### config.mk
export PLATFORM = sky130hd
export DESIGN_NAME = dual_trig_oneshot
export DESIGN_NICKNAME = d
export VERILOG_FILES = /design/src/rtl/oneshot_pkg.sv /design/src/rtl/trig_edge_det.sv /design/src/rtl/oneshot_delay_ctr.sv /design/src/rtl/oneshot_width_cap.sv /design/src/rtl/dual_trig_oneshot.sv
export SDC_FILE = /design/constraint.sdc
export NUM_CORES = 1
export LEC_CHECK = 0
export BUFFER_PORTS_ARGS = -buffer_cell sky130_fd_sc_hd__buf_2
export CELL_PAD_IN_SITES_DETAIL_PLACEMENT = 1
export CELL_PAD_IN_SITES_GLOBAL_PLACEMENT = 2
export CORE_ASPECT_RATIO = 0.75
export CORE_UTILIZATION = 37
export DETAILED_ROUTE_END_ITERATION = 8
export PLACE_DENSITY = 0.87
export SLEW_MARGIN = 0
export SYNTH_ARGS = -nofsm -noshare
export SYNTH_HDL_FRONTEND = slang
export SYNTH_SLANG_ARGS = --single-unit
### constraint.sdc
create_clock -name clk -period 2.2 [get_ports clk]
set_input_delay 0.44 -clock clk [delete_from_list [all_inputs] [get_ports clk]]
set_output_delay 0.44 -clock clk [all_outputs]
set_load 0.01 [all_outputs]
### src/rtl/oneshot_pkg.sv
package oneshot_pkg;

    localparam int unsigned OS_W = 16;

    typedef logic [OS_W-1:0] os_cnt_t;

    typedef struct packed {
        logic    busy;
        logic    loaded;
        logic    irq;
        os_cnt_t cnt;
    } dly_state_t;

    typedef struct packed {
        os_cnt_t cnt;
        logic    wrap_seen;
        os_cnt_t cap;
        logic    ovf;
        logic    irq;
    } wid_state_t;

    typedef struct packed {
        logic pulse;
    } top_state_t;

endpackage

### src/rtl/trig_edge_det.sv
module trig_edge_det #(
    parameter int unsigned STAGES = 2
) (
    input  logic clk,
    input  logic rst_n,
    input  logic pin,
    input  logic fall_sel,
    output logic edge_o
);
    localparam int unsigned SH_W = STAGES + 1;

    logic [SH_W-1:0] sh_d, sh_q;
    logic            cur, prev;

    always_comb begin
        sh_d   = {sh_q[SH_W-2:0], pin};
        cur    = sh_q[STAGES-1];
        prev   = sh_q[STAGES];
        edge_o = fall_sel ? (prev & ~cur) : (cur & ~prev);
    end

    always_ff @(posedge clk or negedge rst_n) begin
        if (!rst_n) sh_q <= '0;
        else        sh_q <= sh_d;
    end

    // a detected edge cannot repeat on the next cycle
    p_edge_single_r1: assert property (@(posedge clk) disable iff (!rst_n)
        edge_o && $stable(fall_sel) |=> !edge_o);

endmodule

### src/rtl/oneshot_delay_ctr.sv
module oneshot_delay_ctr
    import oneshot_pkg::*;
(
    input  logic    clk,
    input  logic    rst_n,
    input  logic    cnt_en,
    input  logic    start,
    input  os_cnt_t delay_val,
    output logic    expire,
    output logic    irq
);
    dly_state_t st_d, st_q;

    always_comb begin
        st_d     = st_q;
        st_d.irq = 1'b0;
        expire   = 1'b0;
        if (!st_q.busy) begin
            if (start) begin
                st_d.busy   = 1'b1;
                st_d.loaded = 1'b0;
            end
        end else if (cnt_en) begin
            if (!st_q.loaded) begin
                st_d.cnt    = delay_val;
                st_d.loaded = 1'b1;
            end else if (st_q.cnt == '0) begin
                expire      = 1'b1;
                st_d.busy   = 1'b0;
                st_d.loaded = 1'b0;
                st_d.irq    = 1'b1;
            end else begin
                st_d.cnt = st_q.cnt - 1'b1;
            end
        end
    end

    always_ff @(posedge clk or negedge rst_n) begin
        if (!rst_n) st_q <= '0;
        else        st_q <= st_d;
    end

    assign irq = st_q.irq;

    // expiry interrupt lasts one cycle
    p_irq_pulse_r3: assert property (@(posedge clk) disable iff (!rst_n)
        st_q.irq |=> !st_q.irq);

    // the first enabled tick after a start loads the programmed delay
    p_load_delay_r2: assert property (@(posedge clk) disable iff (!rst_n)
        st_q.busy && !st_q.loaded && cnt_en |=> st_q.cnt == $past(delay_val));

    // a running countdown stays running until it expires
    p_no_restart_r4: assert property (@(posedge clk) disable iff (!rst_n)
        st_q.busy && !expire |=> st_q.busy);

    // no count movement without an enable
    p_hold_no_en_r8: assert property (@(posedge clk) disable iff (!rst_n)
        st_q.busy && st_q.loaded && !cnt_en |=> $stable(st_q.cnt));

endmodule

### src/rtl/oneshot_width_cap.sv
module oneshot_width_cap
    import oneshot_pkg::*;
(
    input  logic    clk,
    input  logic    rst_n,
    input  logic    cnt_en,
    input  logic    arm,
    input  logic    active,
    input  logic    end_trig,
    output logic    fire,
    output os_cnt_t cap_val,
    output logic    cap_ovf,
    output logic    cap_irq
);
    wid_state_t st_d, st_q;

    always_comb begin
        st_d     = st_q;
        st_d.irq = 1'b0;
        fire     = active & end_trig;
        if (fire) begin
            st_d.cap       = st_q.cnt;
            st_d.ovf       = st_q.wrap_seen;
            st_d.irq       = 1'b1;
            st_d.cnt       = '0;
            st_d.wrap_seen = 1'b0;
        end else if (active && cnt_en) begin
            st_d.cnt = st_q.cnt + 1'b1;
            if (st_q.cnt == '1) st_d.wrap_seen = 1'b1;
        end
        if (arm) begin
            st_d.cnt       = '0;
            st_d.wrap_seen = 1'b0;
        end
    end

    always_ff @(posedge clk or negedge rst_n) begin
        if (!rst_n) st_q <= '0;
        else        st_q <= st_d;
    end

    assign cap_val = st_q.cap;
    assign cap_ovf = st_q.ovf;
    assign cap_irq = st_q.irq;

    // counter restarts from zero after a capture
    p_clear_after_cap_r5: assert property (@(posedge clk) disable iff (!rst_n)
        fire |=> st_q.cnt == '0);

    // a wrap inside the active period is remembered
    p_wrap_noted_r6: assert property (@(posedge clk) disable iff (!rst_n)
        active && cnt_en && st_q.cnt == '1 && !end_trig && !arm |=> st_q.wrap_seen);

    // captured value untouched while the output is inactive
    p_idle_keeps_cap_r7: assert property (@(posedge clk) disable iff (!rst_n)
        !active |=> $stable(st_q.cap));

endmodule

### src/rtl/dual_trig_oneshot.sv
module dual_trig_oneshot
    import oneshot_pkg::*;
#(
    parameter int unsigned SYNC_STAGES = 2
) (
    input  logic            clk,
    input  logic            rst_n,
    input  logic            cnt_en,
    input  logic            start_pin,
    input  logic            end_pin,
    input  logic            sw_start,
    input  logic            start_fall_sel,
    input  logic            end_fall_sel,
    input  logic [OS_W-1:0] delay_val,
    output logic            pulse_out,
    output logic            delay_irq,
    output logic            cap_irq,
    output logic [OS_W-1:0] cap_val,
    output logic            cap_ovf
);
    top_state_t st_d, st_q;
    logic       start_edge, end_edge, start_any;
    logic       expire, fire;

    trig_edge_det #(.STAGES(SYNC_STAGES)) u_start_det (
        .clk      (clk),
        .rst_n    (rst_n),
        .pin      (start_pin),
        .fall_sel (start_fall_sel),
        .edge_o   (start_edge)
    );

    trig_edge_det #(.STAGES(SYNC_STAGES)) u_end_det (
        .clk      (clk),
        .rst_n    (rst_n),
        .pin      (end_pin),
        .fall_sel (end_fall_sel),
        .edge_o   (end_edge)
    );

    assign start_any = start_edge | sw_start;

    oneshot_delay_ctr u_delay (
        .clk       (clk),
        .rst_n     (rst_n),
        .cnt_en    (cnt_en),
        .start     (start_any),
        .delay_val (delay_val),
        .expire    (expire),
        .irq       (delay_irq)
    );

    oneshot_width_cap u_width (
        .clk      (clk),
        .rst_n    (rst_n),
        .cnt_en   (cnt_en),
        .arm      (expire),
        .active   (st_q.pulse),
        .end_trig (end_edge),
        .fire     (fire),
        .cap_val  (cap_val),
        .cap_ovf  (cap_ovf),
        .cap_irq  (cap_irq)
    );

    always_comb begin
        st_d = st_q;
        if (expire)    st_d.pulse = 1'b1;
        else if (fire) st_d.pulse = 1'b0;
    end

    always_ff @(posedge clk or negedge rst_n) begin
        if (!rst_n) st_q <= '0;
        else        st_q <= st_d;
    end

    assign pulse_out = st_q.pulse;

    // output is active whenever the delay interrupt pulses
    p_active_on_expiry_r3: assert property (@(posedge clk) disable iff (!rst_n)
        delay_irq |-> pulse_out);

    // output is inactive when a capture is reported
    p_inactive_on_cap_r5: assert property (@(posedge clk) disable iff (!rst_n)
        cap_irq && !delay_irq |-> !pulse_out);

endmodule

Word-level counts from Yosys, hierarchy flattened

Cells that the tools add are included.

Register bits: 61
Output and inout port bits: 20
Logic and storage cells: 59

Add/sub/neg operators: 2
Equal/unequal tests: 3
Muxes and demuxes: 23
Bitwise operators: 10
Reductions and logical operators: 9

Operators by type and width:

| kind                    | number |
|---|---|
| $mux W17                | 4 |
| $mux W16                | 2 |
| $mux W19                | 1 |
| $add A16 B1 Y16 const B | 1 |
| $eq A16 B16 Y1 const B  | 1 |
| $logic_not A16 Y1       | 1 |
| $sub A16 B1 Y16 const B | 1 |
| $mux W1                 | 13 |
| $reduce_bool A3 Y1      | 2 |
| $and A1 B1 Y1           | 5 |
| $mux W2                 | 2 |
| $ne A2 B2 Y1 const B    | 2 |
| $not A1 Y1              | 4 |
| $reduce_and A2 Y1       | 2 |
| $reduce_bool A2 Y1      | 2 |
| $mux W3                 | 1 |
| $reduce_and A3 Y1       | 1 |
| $logic_and A1 B1 Y1     | 1 |
| $or A1 B1 Y1            | 1 |

Depth between registers and ports, before layout

Depth in word-level cells: 7
Mapped depth: 8
Mapped depth without buffers: 7

Cells and area by module

Synthesis repeated with hierarchy kept, for this count alone.

Cells, all modules: 315
Area total of the unflattened synthesis: 3,255.6 um2

Modules (own cells, without submodules):

| module            | instances | cells each | area each (um2) | seq. area each (um2) |
|---|---|---|---|---|
| oneshot_width_cap | 1         | 150        | 1,692.9         | 875.8 |
| oneshot_delay_ctr | 1         | 149        | 1,325.0         | 475.5 |
| trig_edge_det     | 2         | 6          | 97.6            | 75.1 |
| dual_trig_oneshot | 1         | 4          | 42.5            | 25.0 |

Least setup slack after synthesis

OpenSTA, ideal clock, no wires.

Kind: register to register
Start: register u_delay.st_q[8] (netlist bit)
End: register u_delay.st_q[13] (netlist bit)
Library setup time: 137 ps
Arrival: 1,516 ps
Data required time: 2,063 ps
Setup slack: 548 ps
Stages on the path, launching flop included: 6
Period minus slack after synthesis: 1,652 ps
Path through: dfrtp_1 > or4_4 > nor4_2 > nand3_1 > o21ai_1 > a21oi_1

Cells in the longest elaborated chain, start to end: 3

RTL lines:

| what                                                 | RTL line                                         | text |
|---|---|---|
| from (decl)                                          | oneshot_delay_ctr.sv:12                          | `dly_state_t st_d, st_q;` |
| from (signal assigned)                               | oneshot_delay_ctr.sv:40                          | `else st_q <= st_d;` |
| $sub A16 B1 Y16 or $logic_not A16 Y1 (tied branches) | oneshot_delay_ctr.sv:33, oneshot_delay_ctr.sv:27 |  |
| $mux W16 or $ne A2 B2 Y1 (tied branches)             | n/a                                              |  |
| $mux W16 or $reduce_and A3 Y1 (tied branches)        | n/a                                              |  |

Parallel ways exist; a longest one is shown, timed or not. The select of a mux whose other input is x is not followed.
A chain may end at the register's enable or synchronous reset.

Worst setup path after layout

Start: register u_delay.st_q[0] (netlist bit)
End: register u_delay.st_q[8] (netlist bit)

The elaborated chain is that of the path after synthesis.

==> summary.md <==
In the layout the commonest cells are sky130_fd_sc_hd__dfrtp_1 (61), sky130_fd_sc_hd__buf_2 (43), sky130_fd_sc_hd__nor2_1 (31). The synthesized area divided by synthesized cell count came out at 10.5 sq um. The fraction of the yosys area taken by sequential cells is 0.499. For the number of nets still failing antenna checks after routing, the log shows 0. TritonCTS built the clock tree.

The number of unique standard cell types used by synthesis was 50. The clock transition at the registers of the reported paths works out to 0.07 ns. The region available for standard cell placement spans 0.00795 sq mm. The fraction of the cycle the final worst path needs works out to 0.838. The H-tree depth is 3. The post-synthesis cell area is 0.00306 sq mm, and the share of async-settable or async-resettable flops after synthesis is 1.00.

Number of antenna violations at the first check in global routing: 0. Walking the worst path, the cells encountered are inv_1 -> ha_1 -> nor3b_2 -> nand2_1 -> nor3_1 -> nand4_1 -> nor3b_1. Once the clock tree was built, the resizer swapped 0 gates to a different size.

Once detailed placement completed, the half-perimeter wirelength came to 4.94 mm. Setup violations remaining at the end of the flow were counted as 0. After the last flow step, the layout net total stands at 352. Registers take 0.00153 sq mm.

Multi-input logic area: 0.00131 sq mm. The height of the die was 80.7 um. The fraction of layout cells with a size suffix above 1 came out at 0.264. The headroom to the max-slew limit is 0.622, and the wire length per cell is 16.0 um. Entering global routing, the biggest net connects 53 pins. Setup repair after global routing left no endpoint under its margin. From synthesis to final layout, the design area changed by 14.5%. Clock tree synthesis inserted a total of 9 buffers. Summed over all cells, the static leakage comes to 1.69 nW.

For the number of hold-slack violations in the final timing report, the log shows 0. The run gives 0 as the max capacitance violation total. The category of the critical setup timing path was flop to flop. Most common cell after layout, fill and taps aside: sky130_fd_sc_hd__dfrtp_1. Clock latency on the worst-skew pair: 0.33 ns. In this design, the stage delay of the slowest critical-path cell is 0.42 ns. IR analysis of the VDD net gives a maximum drop of 302 uV. The flow ran to the end, and the final reports show no timing, DRC or antenna violations.

The root buffer cell chosen for the clock tree is sky130_fd_sc_hd__clkbuf_8. The die covers 0.00863 sq mm. Wires add up to 6.96 mm. The data required time of the critical path is 2.41 ns.

For the warning count from the yosys run, the log shows 0. The post-synthesis register bit count is 61. Depth of the most critical reg-to-reg path: 7. The global router's overall resource usage came out at 0.177. The tools report the via count of the first global-routing pass as 2294. The worst setup slack for register-to-register paths was 0.36 ns; the remaining routing DRC violations was 0. The run gives 61 as the number of clock sinks seen by CTS. The number of nets handed over by synthesis was 317.

The pre-CTS setup slack came out at 0.366 ns. The cell with the largest stage delay on the worst path was sky130_fd_sc_hd__dfrtp_1. The worst-case clock buffer depth came out at 2.

Counting the fill cells in the layout gives 906. The initialized floorplan defines 28 standard-cell rows. The predominant post-synthesis flop cell was sky130_fd_sc_hd__dfrtp_1. Counting flops with a built-in enable in the synthesized netlist gives 0. The overall die width works out to 107 um. Via count of the routed design: 2276. The number of buffers and inverters on the critical path was 1; the post-route clock skew was 0.00650 ns.

In this run the critical register-to-register path is captured at u_delay.st_q[8]. In this run the critical register-to-register path is launched from u_delay.st_q[0]. Number of I/O pins: 44. The transition time at the pin with the least slew margin was 0.565 ns; the power density over the cells was 782 mW/mm^2.

STA classifies the critical path startpoint as a flop. Startpoint of the most critical setup path: u_delay.st_q[0]. For this block, the initial DRC count from the detailed router was 80. The worst hold path terminates at u_end_det.sh_q[0]. The startpoint identified for the worst hold timing path is end_pin. The tools report the highest achievable clock rate as 0.542 GHz.

For this run, the detailed router's first-pass iteration total came to 4. The worst-path maximum fanout is 5. The final max-slew violation count is 0, and the placer's final routability congestion estimate is 0.820. The remaining global-route overflow was 0. The tightest min-delay check is of the primary input to flop type.

Cell type group with the largest total delay on the critical path: simple AND/OR/NAND/NOR gates. The number of diodes is 0, and the worst hold path cell count is 1. Once routing completed, OpenROAD measured the worst setup slack at 0.355 ns. The count of buffers added on input and output ports is 43. The tools report the effective utilization at floorplan as 0.384.

Data on the critical path arrives at its endpoint at 2.06 ns. The worst setup path is captured at a flop. The tools report the aggregate negative setup slack as 0 ns. The first global-routing pass estimated 11.7 mm of wire.

Subtracting the final worst setup slack from the clock period gives 1.84 ns. Dividing the detail-routed via count by the number of cells gives 5.23. Synthesis produced 290 cells.
logic make-up after synthesis:
family	count (synthesis)	share of synthesized area
flops	61	0.499
mux	21	0.0745
compound gates	35	0.0725
xor+xnor	15	0.0430
fa+ha+maj	3	0.0123
buf+inv	35	0.0745
simple gates	120	0.224
sequential cells by signal, summed over array words and instances (netlist names), 3 cells and up:
signal	count
u_delay.st_q	18
u_width.st_q	17
u_width.cap_val	16
u_end_det.sh_q	3
u_start_det.sh_q	3
worst max-delay path by stage:
stage               slack (ns)               end  depth (start not counted)
floorplan                 0.55  u_delay.st_q[13]                          5
global placement          0.38  u_delay.st_q[11]                          5
detailed placement        0.37  u_width.st_q[24]                          5
CTS                       0.36   u_delay.st_q[8]                          7
global route              0.17   u_delay.st_q[8]                          7
finish                    0.36   u_delay.st_q[8]                          7
layer usage:
| metal | share of wire | vias up | track usage |
|---|---|---|---|
| met4 | 0.011 | 0 | 0.0493 |
| li1 | - | 1085 | - |
| met5 | 0 | - | 0 |
| met2 | 0.44 | 42 | 0.270 |
| met1 | 0.51 | 1140 | 0.244 |
| met3 | 0.037 | 9 | 0.0519 |
cell type report:
type / count / area share
sequential: 61 / 0.436
inverter: 7 / 0.00751
multi-input combinational: 194 / 0.373
timing repair buffer: 52 / 0.0851
clock inverter: 3 / 0.0122
clock buffer: 13 / 0.0483
tap: 105 / 0.0375
stage by stage:
step	hold slack (ns)	total power, W	instances	cell area (sq um)	utilization
3_3_place_gp	0.319	0.00169	418	3280	0.412
2_1_floorplan	0.144	0.00159	290	3060	-
4_1_cts	0.195	0.00278	435	3500	0.440
6_report	0.213	0.00274	435	3500	0.440
3_5_place_dp	0.326	0.00171	418	3280	0.412
5_1_grt	0.190	0.00289	435	3500	0.440
power by group:
group	leakage [nW]	switching, W	internal, W	total [W]
registers	0.793	0.000144	0.00121	0.00135
clock network	0.106	0.000435	0.000615	0.00105
logic	0.795	0.000177	0.000158	0.000335
cell usage after synthesis (2+ instances only):
cell type	n	area, sq um
sky130_fd_sc_hd__a21oi_1	12	60.1
sky130_fd_sc_hd__a32oi_1	2	17.5
sky130_fd_sc_hd__and3_1	5	31.3
sky130_fd_sc_hd__and3b_1	2	17.5
sky130_fd_sc_hd__and4_1	2	17.5
sky130_fd_sc_hd__buf_2	8	40.0
sky130_fd_sc_hd__buf_4	16	120
sky130_fd_sc_hd__buf_6	2	22.5
sky130_fd_sc_hd__dfrtp_1	61	1530
sky130_fd_sc_hd__ha_1	3	37.5
sky130_fd_sc_hd__inv_1	5	18.8
sky130_fd_sc_hd__mux2_1	9	101
sky130_fd_sc_hd__mux2_2	5	56.3
sky130_fd_sc_hd__mux2i_1	7	70.1
sky130_fd_sc_hd__nand2_1	28	105
sky130_fd_sc_hd__nand3_1	15	75.1
sky130_fd_sc_hd__nand4_1	9	56.3
sky130_fd_sc_hd__nor2_1	31	116
sky130_fd_sc_hd__nor3_1	2	10.0
sky130_fd_sc_hd__nor3b_1	3	22.5
sky130_fd_sc_hd__nor3b_2	2	25.0
sky130_fd_sc_hd__nor4_1	4	25.0
sky130_fd_sc_hd__nor4_2	4	50.1
sky130_fd_sc_hd__o21ai_0	4	20.0
sky130_fd_sc_hd__o21ai_1	2	10.0
sky130_fd_sc_hd__o221a_1	2	22.5
sky130_fd_sc_hd__o22ai_1	7	43.8
sky130_fd_sc_hd__o32ai_1	2	17.5
sky130_fd_sc_hd__or4_4	2	22.5
sky130_fd_sc_hd__xnor2_1	3	26.3
sky130_fd_sc_hd__xor2_1	12	105
what timing repair did:
item                       in CTS  in global routing
buffers inserted                0                  0
hold buffers                    1                  0
setup endpoints to repair       0                  0
hold endpoints to repair        9                  0
worst register-to-register path: stages, from the launching register on:
cell	delay, ns
sky130_fd_sc_hd__dfrtp_1	0.42
sky130_fd_sc_hd__inv_1	0.12
sky130_fd_sc_hd__ha_1	0.21
sky130_fd_sc_hd__nor3b_2	0.22
sky130_fd_sc_hd__nand2_1	0.18
sky130_fd_sc_hd__nor3_1	0.29
sky130_fd_sc_hd__nand4_1	0.14
sky130_fd_sc_hd__nor3b_1	0.16
Note: power is estimated with default switching activity, not from simulation.
